## config.mk

```make
export PLATFORM = sky130hd
export DESIGN_NAME = sb_issue_ctrl
export DESIGN_NICKNAME = d
export VERILOG_FILES = /design/src/rtl/sb_pkg.sv /design/src/rtl/sb_unit_timer.sv /design/src/rtl/sb_unit_select.sv /design/src/rtl/sb_reg_tracker.sv /design/src/rtl/sb_issue_ctrl.sv
export SDC_FILE = /design/constraint.sdc
export NUM_CORES = 1
export LEC_CHECK = 0
export ABC_CLOCK_PERIOD_IN_PS = 2900
export BUFFER_PORTS_ARGS = -buffer_cell sky130_fd_sc_hd__buf_2
export CORE_MARGIN = 2
export CORE_UTILIZATION = 25
export CTS_CLUSTER_SIZE = 20
export DETAILED_ROUTE_END_ITERATION = 12
export PLACE_DENSITY = 0.35
export SYNTH_ARGS = -nofsm -noshare
export SYNTH_HDL_FRONTEND = slang
export SYNTH_SLANG_ARGS = --single-unit
```

## constraint.sdc

```tcl
create_clock -name clk -period 2.9 [get_ports clk]
set_input_delay 0.29 -clock clk [delete_from_list [all_inputs] [get_ports clk]]
set_output_delay 0.29 -clock clk [all_outputs]
set_load 0.05 [all_outputs]
```

## src/rtl/sb_pkg.sv

```systemverilog
package sb_pkg;
   localparam int NUM_UNITS  = 10;
   localparam int UNIT_IDX_W = 4;

   typedef enum logic [2:0] {
      CLS_BRANCH = 3'd0,
      CLS_BOOL   = 3'd1,
      CLS_SHIFT  = 3'd2,
      CLS_LADD   = 3'd3,
      CLS_FADD   = 3'd4,
      CLS_FDIV   = 3'd5,
      CLS_FMUL   = 3'd6,
      CLS_INCR   = 3'd7
   } unit_cls_e;

   localparam int U_BRANCH = 0;
   localparam int U_BOOL   = 1;
   localparam int U_SHIFT  = 2;
   localparam int U_LADD   = 3;
   localparam int U_FADD   = 4;
   localparam int U_FDIV   = 5;
   localparam int U_FMUL0  = 6;
   localparam int U_FMUL1  = 7;
   localparam int U_INCR0  = 8;
   localparam int U_INCR1  = 9;
endpackage

```

## src/rtl/sb_unit_timer.sv

```systemverilog
module sb_unit_timer #(
   parameter int LAT = 3,
   parameter int CW  = 5
) (
   input  logic clk,
   input  logic rst_n,
   input  logic start,
   output logic busy,
   output logic done
);
   localparam logic [CW-1:0] LOAD = CW'(LAT - 1);

   generate
      if (LAT < 1 || LAT >= (1 << CW)) begin : g_bad_lat
         $error("sb_unit_timer: LAT out of range for counter width");
      end
   endgenerate

   logic [CW-1:0] cnt_q;

   always_ff @(posedge clk) begin
      if (!rst_n) begin
         busy  <= 1'b0;
         cnt_q <= '0;
      end else if (start) begin
         busy  <= 1'b1;
         cnt_q <= LOAD;
      end else if (busy) begin
         if (cnt_q == '0) busy <= 1'b0;
         else             cnt_q <= cnt_q - CW'(1);
      end
   end

   assign done = busy && (cnt_q == '0);

   AST_START_IDLE: assert property (@(posedge clk) disable iff (!rst_n)
      start |-> !busy);
   AST_RELEASE: assert property (@(posedge clk) disable iff (!rst_n)
      done |=> !busy);
   AST_COUNT_STEP: assert property (@(posedge clk) disable iff (!rst_n)
      (busy && !done && !start) |=> (busy && cnt_q == $past(cnt_q) - CW'(1)));
endmodule

```

## src/rtl/sb_unit_select.sv

```systemverilog
module sb_unit_select
   import sb_pkg::*;
(
   input  logic [2:0]            cls,
   input  logic [NUM_UNITS-1:0]  busy_vec,
   output logic                  pick_ok,
   output logic [UNIT_IDX_W-1:0] pick_idx
);
   always_comb begin
      pick_ok  = 1'b0;
      pick_idx = '0;
      case (unit_cls_e'(cls))
         CLS_BRANCH: begin pick_idx = UNIT_IDX_W'(U_BRANCH); pick_ok = !busy_vec[U_BRANCH]; end
         CLS_BOOL:   begin pick_idx = UNIT_IDX_W'(U_BOOL);   pick_ok = !busy_vec[U_BOOL];   end
         CLS_SHIFT:  begin pick_idx = UNIT_IDX_W'(U_SHIFT);  pick_ok = !busy_vec[U_SHIFT];  end
         CLS_LADD:   begin pick_idx = UNIT_IDX_W'(U_LADD);   pick_ok = !busy_vec[U_LADD];   end
         CLS_FADD:   begin pick_idx = UNIT_IDX_W'(U_FADD);   pick_ok = !busy_vec[U_FADD];   end
         CLS_FDIV:   begin pick_idx = UNIT_IDX_W'(U_FDIV);   pick_ok = !busy_vec[U_FDIV];   end
         CLS_FMUL: begin
            pick_ok = !busy_vec[U_FMUL0] || !busy_vec[U_FMUL1];
            pick_idx = !busy_vec[U_FMUL0] ? UNIT_IDX_W'(U_FMUL0) : UNIT_IDX_W'(U_FMUL1);
         end
         default: begin
            pick_ok = !busy_vec[U_INCR0] || !busy_vec[U_INCR1];
            pick_idx = !busy_vec[U_INCR0] ? UNIT_IDX_W'(U_INCR0) : UNIT_IDX_W'(U_INCR1);
         end
      endcase
   end
endmodule

```

## src/rtl/sb_reg_tracker.sv

```systemverilog
module sb_reg_tracker #(
   parameter int NREG = 24,
   parameter int RW   = 5,
   parameter int NU   = 10,
   parameter int TW   = 4
) (
   input  logic          clk,
   input  logic          rst_n,
   input  logic          set_en,
   input  logic [RW-1:0] set_reg,
   input  logic [TW-1:0] set_tag,
   input  logic [NU-1:0] done_vec,
   input  logic [RW-1:0] rd_dst,
   input  logic [RW-1:0] rd_a,
   input  logic [RW-1:0] rd_b,
   output logic          hz_dst,
   output logic          hz_src
);
   localparam int NSLOT = 1 << RW;
   localparam int NTAG  = 1 << TW;

   generate
      if (NREG < 2 || NREG > NSLOT) begin : g_bad_nreg
         $error("sb_reg_tracker: NREG does not fit register index width");
      end
      if (NU > NTAG) begin : g_bad_tag
         $error("sb_reg_tracker: tag width too small for unit count");
      end
   endgenerate

   logic [NSLOT-1:0] pend_ext;
   logic [NTAG-1:0]  done_ext;
   logic [TW-1:0]    tag_q [NREG];

   always_comb begin
      done_ext             = '0;
      done_ext[NU-1:0]     = done_vec;
   end

   generate
      for (genvar r = 0; r < NSLOT; r++) begin : g_reg
         if (r < NREG) begin : g_live
            always_ff @(posedge clk) begin
               if (!rst_n) begin
                  pend_ext[r] <= 1'b0;
                  tag_q[r]    <= '0;
               end else if (set_en && set_reg == RW'(r)) begin
                  pend_ext[r] <= 1'b1;
                  tag_q[r]    <= set_tag;
               end else if (pend_ext[r] && done_ext[tag_q[r]]) begin
                  pend_ext[r] <= 1'b0;
               end
            end
         end else begin : g_absent
            assign pend_ext[r] = 1'b0;
         end
      end
   endgenerate

   assign hz_dst = pend_ext[rd_dst];
   assign hz_src = pend_ext[rd_a] || pend_ext[rd_b];

   AST_NO_WAW: assert property (@(posedge clk) disable iff (!rst_n)
      set_en |-> !pend_ext[set_reg]);
   AST_NO_RAW: assert property (@(posedge clk) disable iff (!rst_n)
      set_en |-> (!pend_ext[rd_a] && !pend_ext[rd_b]));
endmodule

```

## src/rtl/sb_issue_ctrl.sv

```systemverilog
module sb_issue_ctrl
   import sb_pkg::*;
#(
   parameter int NREG       = 24,
   parameter int LAT_BRANCH = 3,
   parameter int LAT_BOOL   = 3,
   parameter int LAT_SHIFT  = 3,
   parameter int LAT_LADD   = 3,
   parameter int LAT_FADD   = 4,
   parameter int LAT_FMUL   = 10,
   parameter int LAT_FDIV   = 29,
   parameter int LAT_INCR   = 3
) (
   input  logic                      clk,
   input  logic                      rst_n,
   input  logic                      in_valid,
   input  logic [2:0]                in_cls,
   input  logic [$clog2(NREG)-1:0]   in_dst,
   input  logic [$clog2(NREG)-1:0]   in_src_a,
   input  logic [$clog2(NREG)-1:0]   in_src_b,
   output logic                      issue,
   output logic [UNIT_IDX_W-1:0]     issue_unit,
   output logic [NUM_UNITS-1:0]      done_mask
);
   localparam int RW = $clog2(NREG);

   function automatic int unit_lat(input int u);
      case (u)
         U_BRANCH:         return LAT_BRANCH;
         U_BOOL:           return LAT_BOOL;
         U_SHIFT:          return LAT_SHIFT;
         U_LADD:           return LAT_LADD;
         U_FADD:           return LAT_FADD;
         U_FDIV:           return LAT_FDIV;
         U_FMUL0, U_FMUL1: return LAT_FMUL;
         default:          return LAT_INCR;
      endcase
   endfunction

   function automatic int max_lat();
      int m = 1;
      for (int u = 0; u < NUM_UNITS; u++) if (unit_lat(u) > m) m = unit_lat(u);
      return m;
   endfunction

   localparam int CW = $clog2(max_lat() + 1);

   logic [NUM_UNITS-1:0]  busy_vec;
   logic [NUM_UNITS-1:0]  done_vec;
   logic [NUM_UNITS-1:0]  start_vec;
   logic                  pick_ok;
   logic [UNIT_IDX_W-1:0] pick_idx;
   logic                  hz_dst;
   logic                  hz_src;

   sb_unit_select u_select (
      .cls      (in_cls),
      .busy_vec (busy_vec),
      .pick_ok  (pick_ok),
      .pick_idx (pick_idx)
   );

   sb_reg_tracker #(
      .NREG (NREG),
      .RW   (RW),
      .NU   (NUM_UNITS),
      .TW   (UNIT_IDX_W)
   ) u_track (
      .clk      (clk),
      .rst_n    (rst_n),
      .set_en   (issue),
      .set_reg  (in_dst),
      .set_tag  (pick_idx),
      .done_vec (done_vec),
      .rd_dst   (in_dst),
      .rd_a     (in_src_a),
      .rd_b     (in_src_b),
      .hz_dst   (hz_dst),
      .hz_src   (hz_src)
   );

   assign issue = in_valid && pick_ok && !hz_dst && !hz_src;

   always_comb begin
      start_vec = '0;
      if (issue) start_vec[pick_idx] = 1'b1;
   end

   generate
      for (genvar u = 0; u < NUM_UNITS; u++) begin : g_unit
         sb_unit_timer #(
            .LAT (unit_lat(u)),
            .CW  (CW)
         ) u_timer (
            .clk   (clk),
            .rst_n (rst_n),
            .start (start_vec[u]),
            .busy  (busy_vec[u]),
            .done  (done_vec[u])
         );
      end
   endgenerate

   assign issue_unit = pick_idx;
   assign done_mask  = done_vec;

   AST_ISSUE_NEEDS_VALID: assert property (@(posedge clk) disable iff (!rst_n)
      issue |-> in_valid);
   AST_DONE_FROM_BUSY: assert property (@(posedge clk) disable iff (!rst_n)
      (done_vec != '0) |-> ((done_vec & ~busy_vec) == '0));
endmodule

```

==> results of run 1 <==
-- cell families after synthesis --
logic type / after synthesis
buffers and inverters: 135
DFF: 180
xor gates and xnor gates: 39
muxes: 74
and+or+nand+nor: 401
adders and majority gates: 20
AOI/OAI and AO/OA: 184
-- timing repair --
action | in CTS | in global routing
endpoints found under the setup margin | 1 | 17
resized for setup | 3 | 7
pin swaps | 1 | 3
endpoints found under the hold margin | 0 | 0
setup buffers | 1 | 3
-- sequential cells by signal, summed over array words and instances (netlist names) --
name and cells:
u_track.tag_q 96, g_unit.u_timer.cnt_q 50, g_unit.u_timer.busy 10, u_track.pend_ext 24
-- synthesized netlist by cell type (2+ instances only) --
master	number
sky130_fd_sc_hd__nand2_1	106
sky130_fd_sc_hd__nor3_1	105
sky130_fd_sc_hd__edfxtp_1	96
sky130_fd_sc_hd__dfxtp_1	84
sky130_fd_sc_hd__mux4_2	60
sky130_fd_sc_hd__clkbuf_1	55
sky130_fd_sc_hd__a21oi_1	52
sky130_fd_sc_hd__nor2_1	37
sky130_fd_sc_hd__nor4b_1	36
sky130_fd_sc_hd__inv_1	35
sky130_fd_sc_hd__nand3_1	32
sky130_fd_sc_hd__xnor2_1	32
sky130_fd_sc_hd__o31ai_1	31
sky130_fd_sc_hd__o32ai_1	30
sky130_fd_sc_hd__or2_2	25
sky130_fd_sc_hd__buf_2	24
sky130_fd_sc_hd__ha_1	20
sky130_fd_sc_hd__a311oi_1	16
sky130_fd_sc_hd__nor2b_1	15
sky130_fd_sc_hd__nand2b_1	11
sky130_fd_sc_hd__buf_4	10
sky130_fd_sc_hd__mux2i_1	9
sky130_fd_sc_hd__o21ai_0	9
sky130_fd_sc_hd__o311a_1	8
sky130_fd_sc_hd__or3_1	8
sky130_fd_sc_hd__o211ai_1	7
sky130_fd_sc_hd__o22ai_1	7
sky130_fd_sc_hd__xor2_1	7
sky130_fd_sc_hd__a211oi_1	6
sky130_fd_sc_hd__nand3b_1	6
sky130_fd_sc_hd__a31oi_1	5
sky130_fd_sc_hd__mux2_2	5
sky130_fd_sc_hd__nor4_1	5
sky130_fd_sc_hd__a22oi_1	4
sky130_fd_sc_hd__and2_1	4
sky130_fd_sc_hd__buf_6	4
sky130_fd_sc_hd__clkinv_1	4
sky130_fd_sc_hd__buf_1	3
sky130_fd_sc_hd__nor3b_1	3
sky130_fd_sc_hd__nand4_1	2
sky130_fd_sc_hd__o211a_1	2
sky130_fd_sc_hd__o41ai_2	2
-- cells in the final DEF, fill, tap and decap left out, types with 14 or more instances in the layout --
cell	n
sky130_fd_sc_hd__xnor2_1	32
sky130_fd_sc_hd__buf_2	33
sky130_fd_sc_hd__dfxtp_1	82
sky130_fd_sc_hd__nor3_1	105
sky130_fd_sc_hd__a21oi_1	52
sky130_fd_sc_hd__nor4b_1	36
sky130_fd_sc_hd__buf_4	72
sky130_fd_sc_hd__o32ai_1	30
sky130_fd_sc_hd__clkbuf_16	17
sky130_fd_sc_hd__edfxtp_1	96
sky130_fd_sc_hd__nor2b_1	15
sky130_fd_sc_hd__a311oi_1	16
sky130_fd_sc_hd__o31ai_1	27
sky130_fd_sc_hd__or2_2	25
sky130_fd_sc_hd__nand3_1	31
sky130_fd_sc_hd__mux4_2	60
sky130_fd_sc_hd__ha_1	20
sky130_fd_sc_hd__buf_12	14
sky130_fd_sc_hd__inv_1	35
sky130_fd_sc_hd__nor2_1	37
sky130_fd_sc_hd__nand2_1	106
-- power by group through the flow --
stage	logic, mW	clock network (mW)	registers [mW]
2_1_floorplan	0.366	0	2.83
3_3_place_gp	0.627	0	2.85
3_5_place_dp	0.622	0	2.85
4_1_cts	0.628	2.39	2.79
5_1_grt	0.679	2.48	2.80
6_report	0.630	2.30	2.79
-- critical path, cell delays in order (launching register included) --
cell	delay, ns
sky130_fd_sc_hd__dfxtp_1	0.35
sky130_fd_sc_hd__mux4_2	0.51
sky130_fd_sc_hd__a32oi_2	0.24
sky130_fd_sc_hd__nand4b_1	0.16
sky130_fd_sc_hd__nor3b_2	0.30
sky130_fd_sc_hd__nand3_4	0.17
sky130_fd_sc_hd__clkinvlp_4	0.14
sky130_fd_sc_hd__buf_6	0.17
-- final cells by class --
| type | instances | area (µm²) |
|---|---|---|
| multi-input combinational | 718 | 5570 |
| tap | 539 | 674 |
| fill | 4403 | 29500 |
| clock buffer | 18 | 439 |
| inverter | 39 | 150 |
| clock inverter | 14 | 128 |
| timing repair buffer | 120 | 997 |
| sequential | 180 | 4570 |
-- worst max-delay path by stage --
stage                               startpoint                   end  slack (ns)  depth (start not counted)
after detailed placement             in_dst[0]  u_track.tag_q[1][23]      -0.009                          9
final                     u_track.pend_ext[23]                 issue        0.11                          7
after global routing      u_track.pend_ext[23]                 issue      0.0004                          7
after CTS                 u_track.pend_ext[18]                 issue      0.0005                          7
after floorplan                    in_src_b[0]  u_track.tag_q[0][20]        0.25                          9
after global placement               in_dst[0]  u_track.tag_q[1][23]        0.01                          9
-- layer usage --
metal | up-vias | GRT usage (%)
li1 | 4011 | -
met1 | 4328 | 22.9
met2 | 181 | 27.4
met3 | 31 | 3.49
met4 | 0 | 4.40
met5 | - | 0
-- through the flow --
step	hold WS, ns	util, %	setup TNS, ns	total power, mW
floorplan	0.462	-	0	3.20
global placement	0.520	28.3	0	3.48
detailed placement	0.507	28.3	-0.0403	3.47
CTS	0.175	29.7	0	5.81
global route	0.211	29.8	0	5.96
finish	0.205	29.8	0	5.72
==> impl_summary.md, run 1 <==
Critical path
In this run the worst path has a maximum fanout of 5. For the worst setup path, the data arrival time is 2.50 ns. For flop-to-flop paths, the worst setup slack is 0.12 ns. The end of the worst register-to-register path is u_track.tag_q[2][22]. The launching point of the worst reg2reg path is u_track.pend_ext[23]. The worst setup path category is flip-flop to primary output. The critical path data required time is approximately 2.6 ns. The number of cell instances on the worst register-to-register path is 9. The type of destination of the critical path is a primary output. The startpoint class of the critical path is a flip-flop.

Die
From bottom edge to top edge, the die measures ~210 µm. The die extent in x is 211 µm. The top-level port count is 36. The die covers approximately 44000 µm².

The core region is around 42000 µm². Once the floorplan was initialized, standard cells occupied between 20% and 30% of the core. The site row count is 75.

Place
The number of placed instances with taps included is between 1500 and 2000. The HPWL after detailed placement is around 23 mm. OpenSTA, run right after detailed placement, puts the worst setup slack at -0.00933 ns. The placed instances occupy a cell area of between 10000 and 15000 µm². The number of input and output port buffers inserted is 35. The placer congestion estimate is between 0.7 and 0.8.

Clocking
The quantity of hold-fixing buffers added after cts is 0. The TritonCTS clock tree is done. The insertion delay to the later sink of the worst-skew pair is around 0.45 ns.

The H-tree was split into 4 levels. Clock tree synthesis inserted a total of 17 buffers. Clock-pin slew was measured on the worst setup and hold paths at roughly 0.080 ns.

The worst-case clock buffer depth is 2. The number of clock sinks is 180. The tree is rooted in a sky130_fd_sc_hd__clkbuf_16.

Yosys
The area share of the leading cell type in the synthesized netlist is 27.0%. Yosys attributes the largest share of cell area to sky130_fd_sc_hd__edfxtp_1, sky130_fd_sc_hd__dfxtp_1, sky130_fd_sc_hd__mux4_2. Synthesis inferred 180 register bits. The portion of synthesized area spent on multiplexers is about 14%. After synthesis, the share of flip-flops with an asynchronous set or reset is 0%.

The average size of a mapped cell is 10.3 µm². Yosys printed 0 warnings. Synthesis produced just over 1000 cells. The number of synthesized flops with an enable pin is 96. The synthesized-area fraction occupied by ao, oa, aoi and oai cells is between 10% and 20%. After Yosys synthesis, full adders, half adders and majority gates account for 2.34% of the synthesized area. When the netlist entered floorplanning its net count stood at 1074. The biggest area contributor in the post-synthesis netlist is sky130_fd_sc_hd__edfxtp_1.

Summing the areas of all and, or, nand and nor instances in the mapped netlist gives 19.7% of the synthesized area. The post-synthesis xor/xnor area fraction is under 10%. The synthesized area is ~11000 µm². Sequential cells were found to cover approximately 43% of the synthesized design area.

The dominant combinational cell family by area after synthesis is simple AND/OR/NAND/NOR gates. The count of cell types in the netlist is 53. The most frequently used flop master after synthesis is sky130_fd_sc_hd__edfxtp_1.

Pwr
The clock network burns between 40% and 50% of the power. Of the total power, the share spent switching nets is a little over a quarter. The power spent charging and discharging nets is between 1.5 and 2 mW. The combinational power share is 11.0%. The power per cell area is 457 nW/µm². Across the VDD grid, the largest voltage drop is a little under 0.4 mV.

The internal portion of total power is between 4 and 5 mW. The analysis attributes to cell leakage a power of roughly 4 nW. The sequential group share of total power is ~50%.

Outcome
The run finished with clean final reports.

GRT
Global routing consumed, over all layers together, around 17% of the routing resources. Entering global routing, the biggest net connects around 110 pins. The residual overflow from global routing is 0. The wire length of the first global-routing pass is 55.7 mm.

The initial antenna violation count is 0. The number of global-route vias before repair was slightly below 9000.

Timing
The number of pins exceeding their max-slew limit in the final report is 0. The highest achievable clock rate is roughly 360 MHz. Counting I/O delays and the setup requirement, the final critical path takes 2.79 ns.

The number of endpoints with negative hold slack in the final report is 0. In the post-route analysis, the smallest setup slack over all paths is 0.113 ns. Setup repair after global routing left no endpoint under its margin. For the pin with the worst max-slew slack, the measured transition is about 0.65 ns. The total setup violations reported at the end of the flow is 0. The share of the clock period used by the worst path is a little over nine tenths. On the final layout, the worst clock skew is ~0.014 ns. The tightest slew margin relative to the limit is roughly 56%.

Routing
The wire length on met2 is around 17 mm. For this run, the detailed router's first-pass iteration total came to 4. The count of nets left with antenna violations once routing finished came out at 0. The routed length on met1 is between 15 and 20 mm.

The total length of routed met3 wires is between 1.5 and 2 mm. Signal routing reaches up to met4. The average wire per cell in the routed design is 22.4 µm. Summing over every cut layer, the via total after detailed routing is approximately 8600. Using the TritonRoute via totals, the vias-per-cell ratio works out to between 5 and 6. The remaining routing DRC violations is 0. After the first detailed-routing iteration, the DRC count stood at ~520.

The post-detailed-routing wire length is between 30 and 40 mm.

Job
The tool flagged a number of max-cap violations equal to 0.

Final layout
Cells with a size suffix above 1 make up between 20% and 30% of the layout. The finished cells cover between 10000 and 15000 µm². The final standard cell count with taps included and fillers excluded is approximately 1600. The relative area change from synthesis to final layout is 17.2%. The final layout contains ~1100 nets. The number of antenna diodes in the final layout is 0.

Hold path
The end of the worst hold path is g_unit[2].u_timer.cnt_q[1]. The worst hold path begins at in_cls[1]. The type of the tightest min-delay check is input port to flip-flop. Along the worst hold path, the cell count comes to 3.
(Power assumes the default switching activity.)
==> run 2, diff against run 1 <==
--- a/config.mk
+++ b/config.mk
@@ -11,7 +11,7 @@
 export CORE_UTILIZATION = 25
 export CTS_CLUSTER_SIZE = 20
 export DETAILED_ROUTE_END_ITERATION = 12
-export PLACE_DENSITY = 0.35
+export PLACE_DENSITY_LB_ADDON = 0.12
 export SYNTH_ARGS = -nofsm -noshare
 export SYNTH_HDL_FRONTEND = slang
 export SYNTH_SLANG_ARGS = --single-unit
==> run 2 against run 1 <==
Cell area up 0.14%. Largest power group unchanged. Critical path type unchanged. Setup slack lost 0.024 ns. Critical path depth increased by 1. Core utilization barely moved. Sequential cell count stayed put. Highest routed layer unchanged.
==> impl_summary.md, run 2 (synthesized netlist as in run 1, its figures left out) <==
Die
The site row count is 75. During I/O placement, the number of pins put on the boundary was 36. The initial core utilization is approximately a quarter.

The region available for standard cell placement spans between 40000 and 50000 µm². The floorplan step defined a die boundary enclosing between 40000 and 50000 µm². The die outline height is 211 µm. In this run the horizontal extent of the chip is around 210 µm.

Routing
The remaining routing DRC violations is 0. Dividing the detail-routed wire length by the instance count gives approximately 22 µm. In the routed layout, each cell is associated on average with a via count of between 5 and 6. Once detail routing completed, the nets flagged for antenna violations numbered 0. The routed layout has about 8500 vias. Wires add up to ~35 mm. Before antenna repair, the detailed router went through 5 iterations. The number of DRC markers in iteration 0 is roughly 500.

Critical path
Traced cell by cell, the critical path runs through mux4_2 > a32oi_4 > nand4b_1 > nor3b_2 > nand3_4 > buf_12 > clkinv_1 > buf_6. For this design, the slowest cell found on the critical path is sky130_fd_sc_hd__mux4_2. The data arrival time of the worst path is between 2 and 3 ns. The launching point of the worst reg2reg path is u_track.pend_ext[19]. The worst setup path is captured at a primary output. Data on the critical path is required at its endpoint by 2.61 ns. The worst setup path category is flip-flop to primary output.

The end of the worst register-to-register path is u_track.tag_q[0][12]. In this run the worst path has a maximum fanout of 17. The worst reg-to-reg setup slack is between 0.1 and 0.15 ns. The startpoint class of the critical path is a flip-flop. For this run, the slowest stage of the critical path takes 0.50 ns.

The number of cells on the worst reg-to-reg path is 9.

Clocking
In this run, CTS created clock tree buffers numbering 17. The longest clock path from root to sink contains 2 buffers. The number of H-tree branching levels is 4.

For this design, the CTS-stage hold fixing added 0 buffers. The root cell of the clock tree is sky130_fd_sc_hd__clkbuf_16. The clock transition at the registers of the reported paths is 0.07 ns. The insertion delay to the later sink of the worst-skew pair is 0.44 ns. TritonCTS built the clock tree.

The tree built by TritonCTS fans out to 180 sinks.

Timing
Between clock sinks in the finished design, the worst skew comes to between 0.015 and 0.02 ns. The final critical path time including I/O delays and setup is 2.81 ns. The total setup violations reported at the end of the flow is 0. The number of endpoints with negative hold slack in the final report was 0. The worst path uses 96.9% of the clock period.

The number of pins exceeding their max-slew limit in the final report came to 0. In this run the tightest slew margin relative to its limit is 57.5%. The highest achievable clock rate is about 360 MHz. The slew at the pin closest to its max-slew limit is 0.637 ns.

Outcome
The flow ran to the end, and the final reports show no timing, DRC or antenna violations.

Pwr
The worst vdd rail ir drop is ~0.32 mV. The cell leakage power is between 3 and 4 nW. The power per cell area is between 400 and 500 nW/µm².

Final layout
The largest registers in the layout are u_track.tag_q (96), g_unit.u_timer.cnt_q (50), u_track.pend_ext (24). The finished cells cover around 13000 µm². The top cell types in the final layout, fill and taps aside, are sky130_fd_sc_hd__nand2_1, sky130_fd_sc_hd__nor3_1, sky130_fd_sc_hd__edfxtp_1. The flip-flop count of the largest register, all copies and words added is 96. The number of nets in the final layout is between 1000 and 1500. Relative to the synthesized area, the layout overhead comes to 17.4%. 0 antenna diodes ended up in the layout. Ranked by flip-flop count, first place goes to u_track.tag_q. The library cell used most frequently in the layout, excluding fill and tap cells, is sky130_fd_sc_hd__nand2_1. The finished layout holds around 1600 standard cells, fillers aside.

The post-route netlist has between 20% and 30% of its cells at a drive strength greater than 1. The number of fillers in the final layout is between 4000 and 5000.

GRT
The number of global-route vias before repair came to 8603. The met2 capacity usage during global routing is between 20% and 30%. The global router's overall resource usage is ~16%. Global routing consumed, on the met3 layer, 3.11% of the routing resources.

The largest net degree at the start of global routing is about 110. The initial antenna violation count is 0. Global routing finished with a remaining overflow of 0. After global routing, the most crowded layer is met2.

The met1 capacity usage during global routing is a little over a fifth. The wire length of the first global-routing pass is about 54 mm.

Place
The placed instances occupy a cell area of ~12000 µm². Buffers placed on the I/O ports in this run total 35. Routability-driven placement finished with a final weighted congestion of between 0.7 and 0.8. The number of placed instances with taps included is around 1600. Detailed placement ended at an HPWL of about 22 mm.

Hold path
The min-delay analysis places its worst path in the category input port to flip-flop. For hold timing, the worst endpoint is g_unit[1].u_timer.cnt_q[4]. The startpoint identified for the worst hold timing path is in_cls[2]. The worst hold path was traced through 2 stages.

Job
Max-cap violations in this run came to 0.
## run 2: worst max-delay path: cells and delay by family, from the launching register on
kind | cells | cell delay [ns]
AO/OA/AOI/OAI | 1 | 0.25
flip-flops | 1 | 0.37
AND/OR/NAND/NOR | 3 | 0.54
buffers and inverters | 3 | 0.44
multiplexers | 1 | 0.50
## run 2: routing by layer
layer | wire length [µm] | vias up
met5 | 0 | -
met4 | 591 | 0
met3 | 1720 | 30
met2 | 16700 | 196
met1 | 16000 | 4273
li1 | - | 4013
## run 2: layout make-up
class / count / area [µm²] / share of cell area (%)
timing repair buffer: 119 / 965 / 7.69
clock buffer: 20 / 447 / 3.56
tap: 539 / 674 / 5.38
multi-input combinational: 718 / 5580 / 44.5
sequential: 180 / 4570 / 36.5
clock inverter: 12 / 153 / 1.22
inverter: 39 / 150 / 1.20
## run 2: power breakdown
part / total [mW] / internal [mW] / switching [mW]
clock network: 2.43 / 1.38 / 1.04
logic: 0.627 / 0.217 / 0.410
registers: 2.79 / 2.74 / 0.0544
## run 2: through the flow
stage | hold slack (ns) | utilization, % | setup TNS, ns | worst slack (ns) | total power, mW
3_5_place_dp | 0.501 | 28.2 | -1.49 | -0.0755 | 3.47
6_report | 0.261 | 29.8 | 0 | 0.0893 | 5.84
5_1_grt | 0.247 | 29.8 | -0.0179 | -0.00538 | 6.08
2_1_floorplan | 0.462 | - | 0 | 0.247 | 3.20
4_1_cts | 0.229 | 29.8 | 0 | 0.00849 | 5.92
3_3_place_gp | 0.504 | 28.2 | -4.70 | -0.0971 | 3.47
## run 2: worst max path at each step
stage | from | end | slack [ns] | depth (start not counted)
final | u_track.pend_ext[19] | issue | 0.09 | 8
after global routing | u_track.pend_ext[23] | issue | -0.005 | 8
after CTS | u_track.pend_ext[2] | issue | 0.008 | 8
after detailed placement | in_dst[0] | u_track.tag_q[0][12] | -0.08 | 9
after global placement | in_dst[0] | u_track.tag_q[1][6] | -0.1 | 9
after floorplan | in_src_b[0] | u_track.tag_q[0][20] | 0.25 | 9
## run 2: repair_timing
action | in CTS | in global routing
endpoints found under the setup margin | 1 | 50
pin swaps | 2 | 4
gates resized for setup | 7 | 10
buffers inserted | 2 | 1
cloned | 0 | 0
==> run 3, diff against run 2 <==
--- a/config.mk
+++ b/config.mk
@@ -7,6 +7,8 @@
 export LEC_CHECK = 0
 export ABC_CLOCK_PERIOD_IN_PS = 2900
 export BUFFER_PORTS_ARGS = -buffer_cell sky130_fd_sc_hd__buf_2
+export CELL_PAD_IN_SITES_DETAIL_PLACEMENT = 2
+export CELL_PAD_IN_SITES_GLOBAL_PLACEMENT = 2
 export CORE_MARGIN = 2
 export CORE_UTILIZATION = 25
 export CTS_CLUSTER_SIZE = 20
==> run 3 against run 2 <==
Cell area is 0.60% higher. Setup slack lost 0.018 ns. Wire length rose by 14%. Sequential share of layout area is 0.21 points lower. Maximum frequency is 0.63% lower. Combinational power is 2% higher. Via count increased by 2.9%. Largest power group unchanged.
==> impl_summary.md, run 3 (synthesized netlist as in run 1, its figures left out) <==
Outcome
The flow ran to the end, and the final reports show no timing, DRC or antenna violations.

Timing
The final critical path time including I/O delays and setup is between 2 and 3 ns. For the pin with the worst max-slew slack, the measured transition is around 0.66 ns. Between clock sinks in the finished design, the worst skew comes to roughly 0.016 ns. Of the available clock period, the critical path in the final layout requires between 90% and 100%.

Setup violations remaining at the end of the flow were counted as 0. The total negative slack is 0 ns. Static timing analysis puts the maximum clock frequency at approximately 350 MHz.

Final hold analysis gives a worst-case slack of ~0.25 ns. The number of pins exceeding their max-slew limit in the final report came to 0. Setup slack on the critical path of the routed design comes to between 0.07 and 0.08 ns. Measured against its own limit, the worst slew margin works out to 56.1%.

Setup repair after global routing could not meet its margin everywhere. The number of endpoints with negative hold slack in the final report came to 0.

Pwr
The cell leakage power is 4.01 nW. In this run the power spent charging and discharging nets is between 1.5 and 2 mW. The net switching fraction of the power is 26.2%.

The clock network fraction of design power is a little over two fifths. The worst-case IR drop observed on VDD is approximately 0.35 mV. Per report_power, the combinational group accounts for around 11% of the total. Dividing total power by cell area gives a power density of between 400 and 500 nW/µm². The total chip power is ~5.9 mW. Of the total power, registers draw between 40% and 50%. The internal portion of total power is 4.35 mW.

Routing
Dividing the detail-routed wire length by the instance count gives between 20 and 25 µm. The total vias in the final route is approximately 8800. After detailed routing, the number of remaining DRC violations is 0. After detailed routing, the wire length on met1 is between 15 and 20 mm. After detailed routing, the met2 layer carries a little under 20 mm of wire.

The highest signal layer in the routed design is met4. The total length of routed met3 wires is between 1 and 1.5 mm. The post-detailed-routing wire length is approximately 40 mm. For this run, the detailed router's first-pass iteration total came to 5. The number of vias per cell after detailed routing is between 5 and 6.

The number of DRC markers in iteration 0 is approximately 550. The detail route stage leaves a number of antenna-violating nets equal to 0.

Final layout
More flip-flops sit in one register than any other, and that register is u_track.tag_q. The most common library cell in the layout ignoring fill and taps is sky130_fd_sc_hd__nand2_1. The flip-flop count of the largest register, all copies and words added is 96. The top cell types in the final layout, fill and taps aside, are sky130_fd_sc_hd__nand2_1, sky130_fd_sc_hd__nor3_1, sky130_fd_sc_hd__edfxtp_1. In the final layout, the share of cells above drive strength 1 is 23.4%.

In the final layout, the registers with the most flip-flops are u_track.tag_q (96), g_unit.u_timer.cnt_q (50), u_track.pend_ext (24). The number of nets in the final layout is around 1100. The number of antenna cells inserted is 0.

The final standard cell count with taps included and fillers excluded is roughly 1600. The relative area change from synthesis to final layout is 18.1%.

GRT
The wire length of the first global-routing pass is just over 60 mm. Global routing finished with a remaining overflow of 0. Across every metal layer, demand over resource in global routing totals about a fifth. Entering global routing, the biggest net connects between 40 and 50 pins. The number of global-route vias before repair was 9597.

The initial antenna violation count was 1.

Clocking
For this design, the CTS-stage hold fixing added 0 buffers. The insertion delay to the later sink of the worst-skew pair is between 0.4 and 0.5 ns. Clock tree synthesis selected as its root buffer the cell sky130_fd_sc_hd__clkbuf_16. The number of H-tree branching levels is 4.

The total CTS buffers is 17. The clock transition at the registers of the reported paths is ~0.070 ns. The TritonCTS clock tree is done. The worst-case clock buffer depth is 2. CTS saw 180 sinks.

Critical path
Along the worst path, the maximum fanout reaches 5. The delay of the slowest cell on the worst path is between 0.4 and 0.5 ns. STA classifies the critical path endpoint as a primary output. At the worst endpoint, the required time is between 2 and 3 ns. The worst setup path category is flip-flop to primary output. The signal on the critical path passes through mux4_2 > a32oi_4 > nand4b_1 > nor3b_2 > nand3_4 > inv_2 > buf_8. The slowest cell on the critical path is sky130_fd_sc_hd__mux4_2.

The startpoint class of the critical path is a flip-flop. The cell class contributing the biggest share of worst-path delay is simple AND/OR/NAND/NOR gates. Counting both buffers and inverters, the worst setup path holds a total of 2. The data arrival time of the worst path is around 2.5 ns.

Place
The placer congestion estimate is around 0.76. The minimum setup slack after placement is -0.256 ns. The number of placed instances with taps included is between 1500 and 2000. Input and output buffers added on the ports amount to 35. The placed wire-length estimate is ~26 mm.

Job
The count of maximum capacitance violations is 0.

Hold path
The type of the tightest min-delay check is input port to flip-flop.

Die
The die outline height is between 200 and 250 µm. For this configuration, the core starts out at a cell density of 25.4%. After floorplanning, the core was divided into between 70 and 80 placement rows. The die area is around 44000 µm². The top-level port count is 36.

After floorplanning, the core was sized to cover roughly 42000 µm². The die extent in x is between 200 and 250 µm.
==> run 3: changes by cell type in the layout (fill, tap and decap cells not counted), sizes merged <==
cell,previous run,this run
bufinv,3,0
clkinvlp,1,2
clkinv,10,3
inv,37,38
clkbuf,20,28
==> run 3: area by class of cell <==
cell class / instances / area [µm²]
Timing Repair Buffer: 119 / 1020
Sequential cell: 180 / 4570
Fill cell: 4579 / 29400
Clock inverter: 4 / 27.5
Multi-Input combinational cell: 718 / 5580
Inverter: 39 / 146
Clock buffer: 28 / 592
Tap cell: 539 / 674
==> run 3: routing by layer <==
| metal | vias up | GRT usage [%] |
|---|---|---|
| li1 | 4004 | - |
| met5 | - | 0 |
| met2 | 137 | 31.5 |
| met4 | 0 | 4.32 |
| met1 | 4581 | 24.9 |
| met3 | 33 | 3.09 |
==> run 3: final timing paths <==
kind | startpoint | to | slack [ns] | cells after the start
max | u_track.pend_ext[19] | issue | 0.07 | 7
min | in_cls[1] | g_unit[2].u_timer.cnt_q[1] | 0.25 | 3
max reg2reg | u_track.pend_ext[19] | u_track.tag_q[0][10] | 0.10 | 8
min reg2reg | u_track.pend_ext[23] | u_track.pend_ext[23] | 0.50 | 2
==> run 3: repair_timing <==
action | 4_1_cts | 5_1_grt
buffers inserted | 0 | 1
pin swaps | 3 | 5
gates resized for setup | 7 | 10
cloned | 0 | 0
setup endpoints to repair | 101 | 52
==> run 3: power groups by stage <==
stage | Sequential (mW) | Clock [mW] | Combinational (mW)
floorplan | 2.83 | 0 | 0.366
global placement | 2.85 | 0 | 0.635
detailed placement | 2.85 | 0 | 0.641
CTS | 2.79 | 2.53 | 0.646
global route | 2.80 | 2.63 | 0.695
finish | 2.79 | 2.46 | 0.642
==> run 3: worst min-delay path: stages <==
cell and delay [ns]:
sky130_fd_sc_hd__buf_2 0.17, sky130_fd_sc_hd__nand2_1 0.12, sky130_fd_sc_hd__o31ai_1 0.07
==> run 3: per-stage QoR <==
stage	cell area, µm²	util, %
after global placement	11900	28.3
after global routing	12600	30.0
final	12600	30.0
after detailed placement	11900	28.3
after floorplan	10700	-
after CTS	12600	29.9
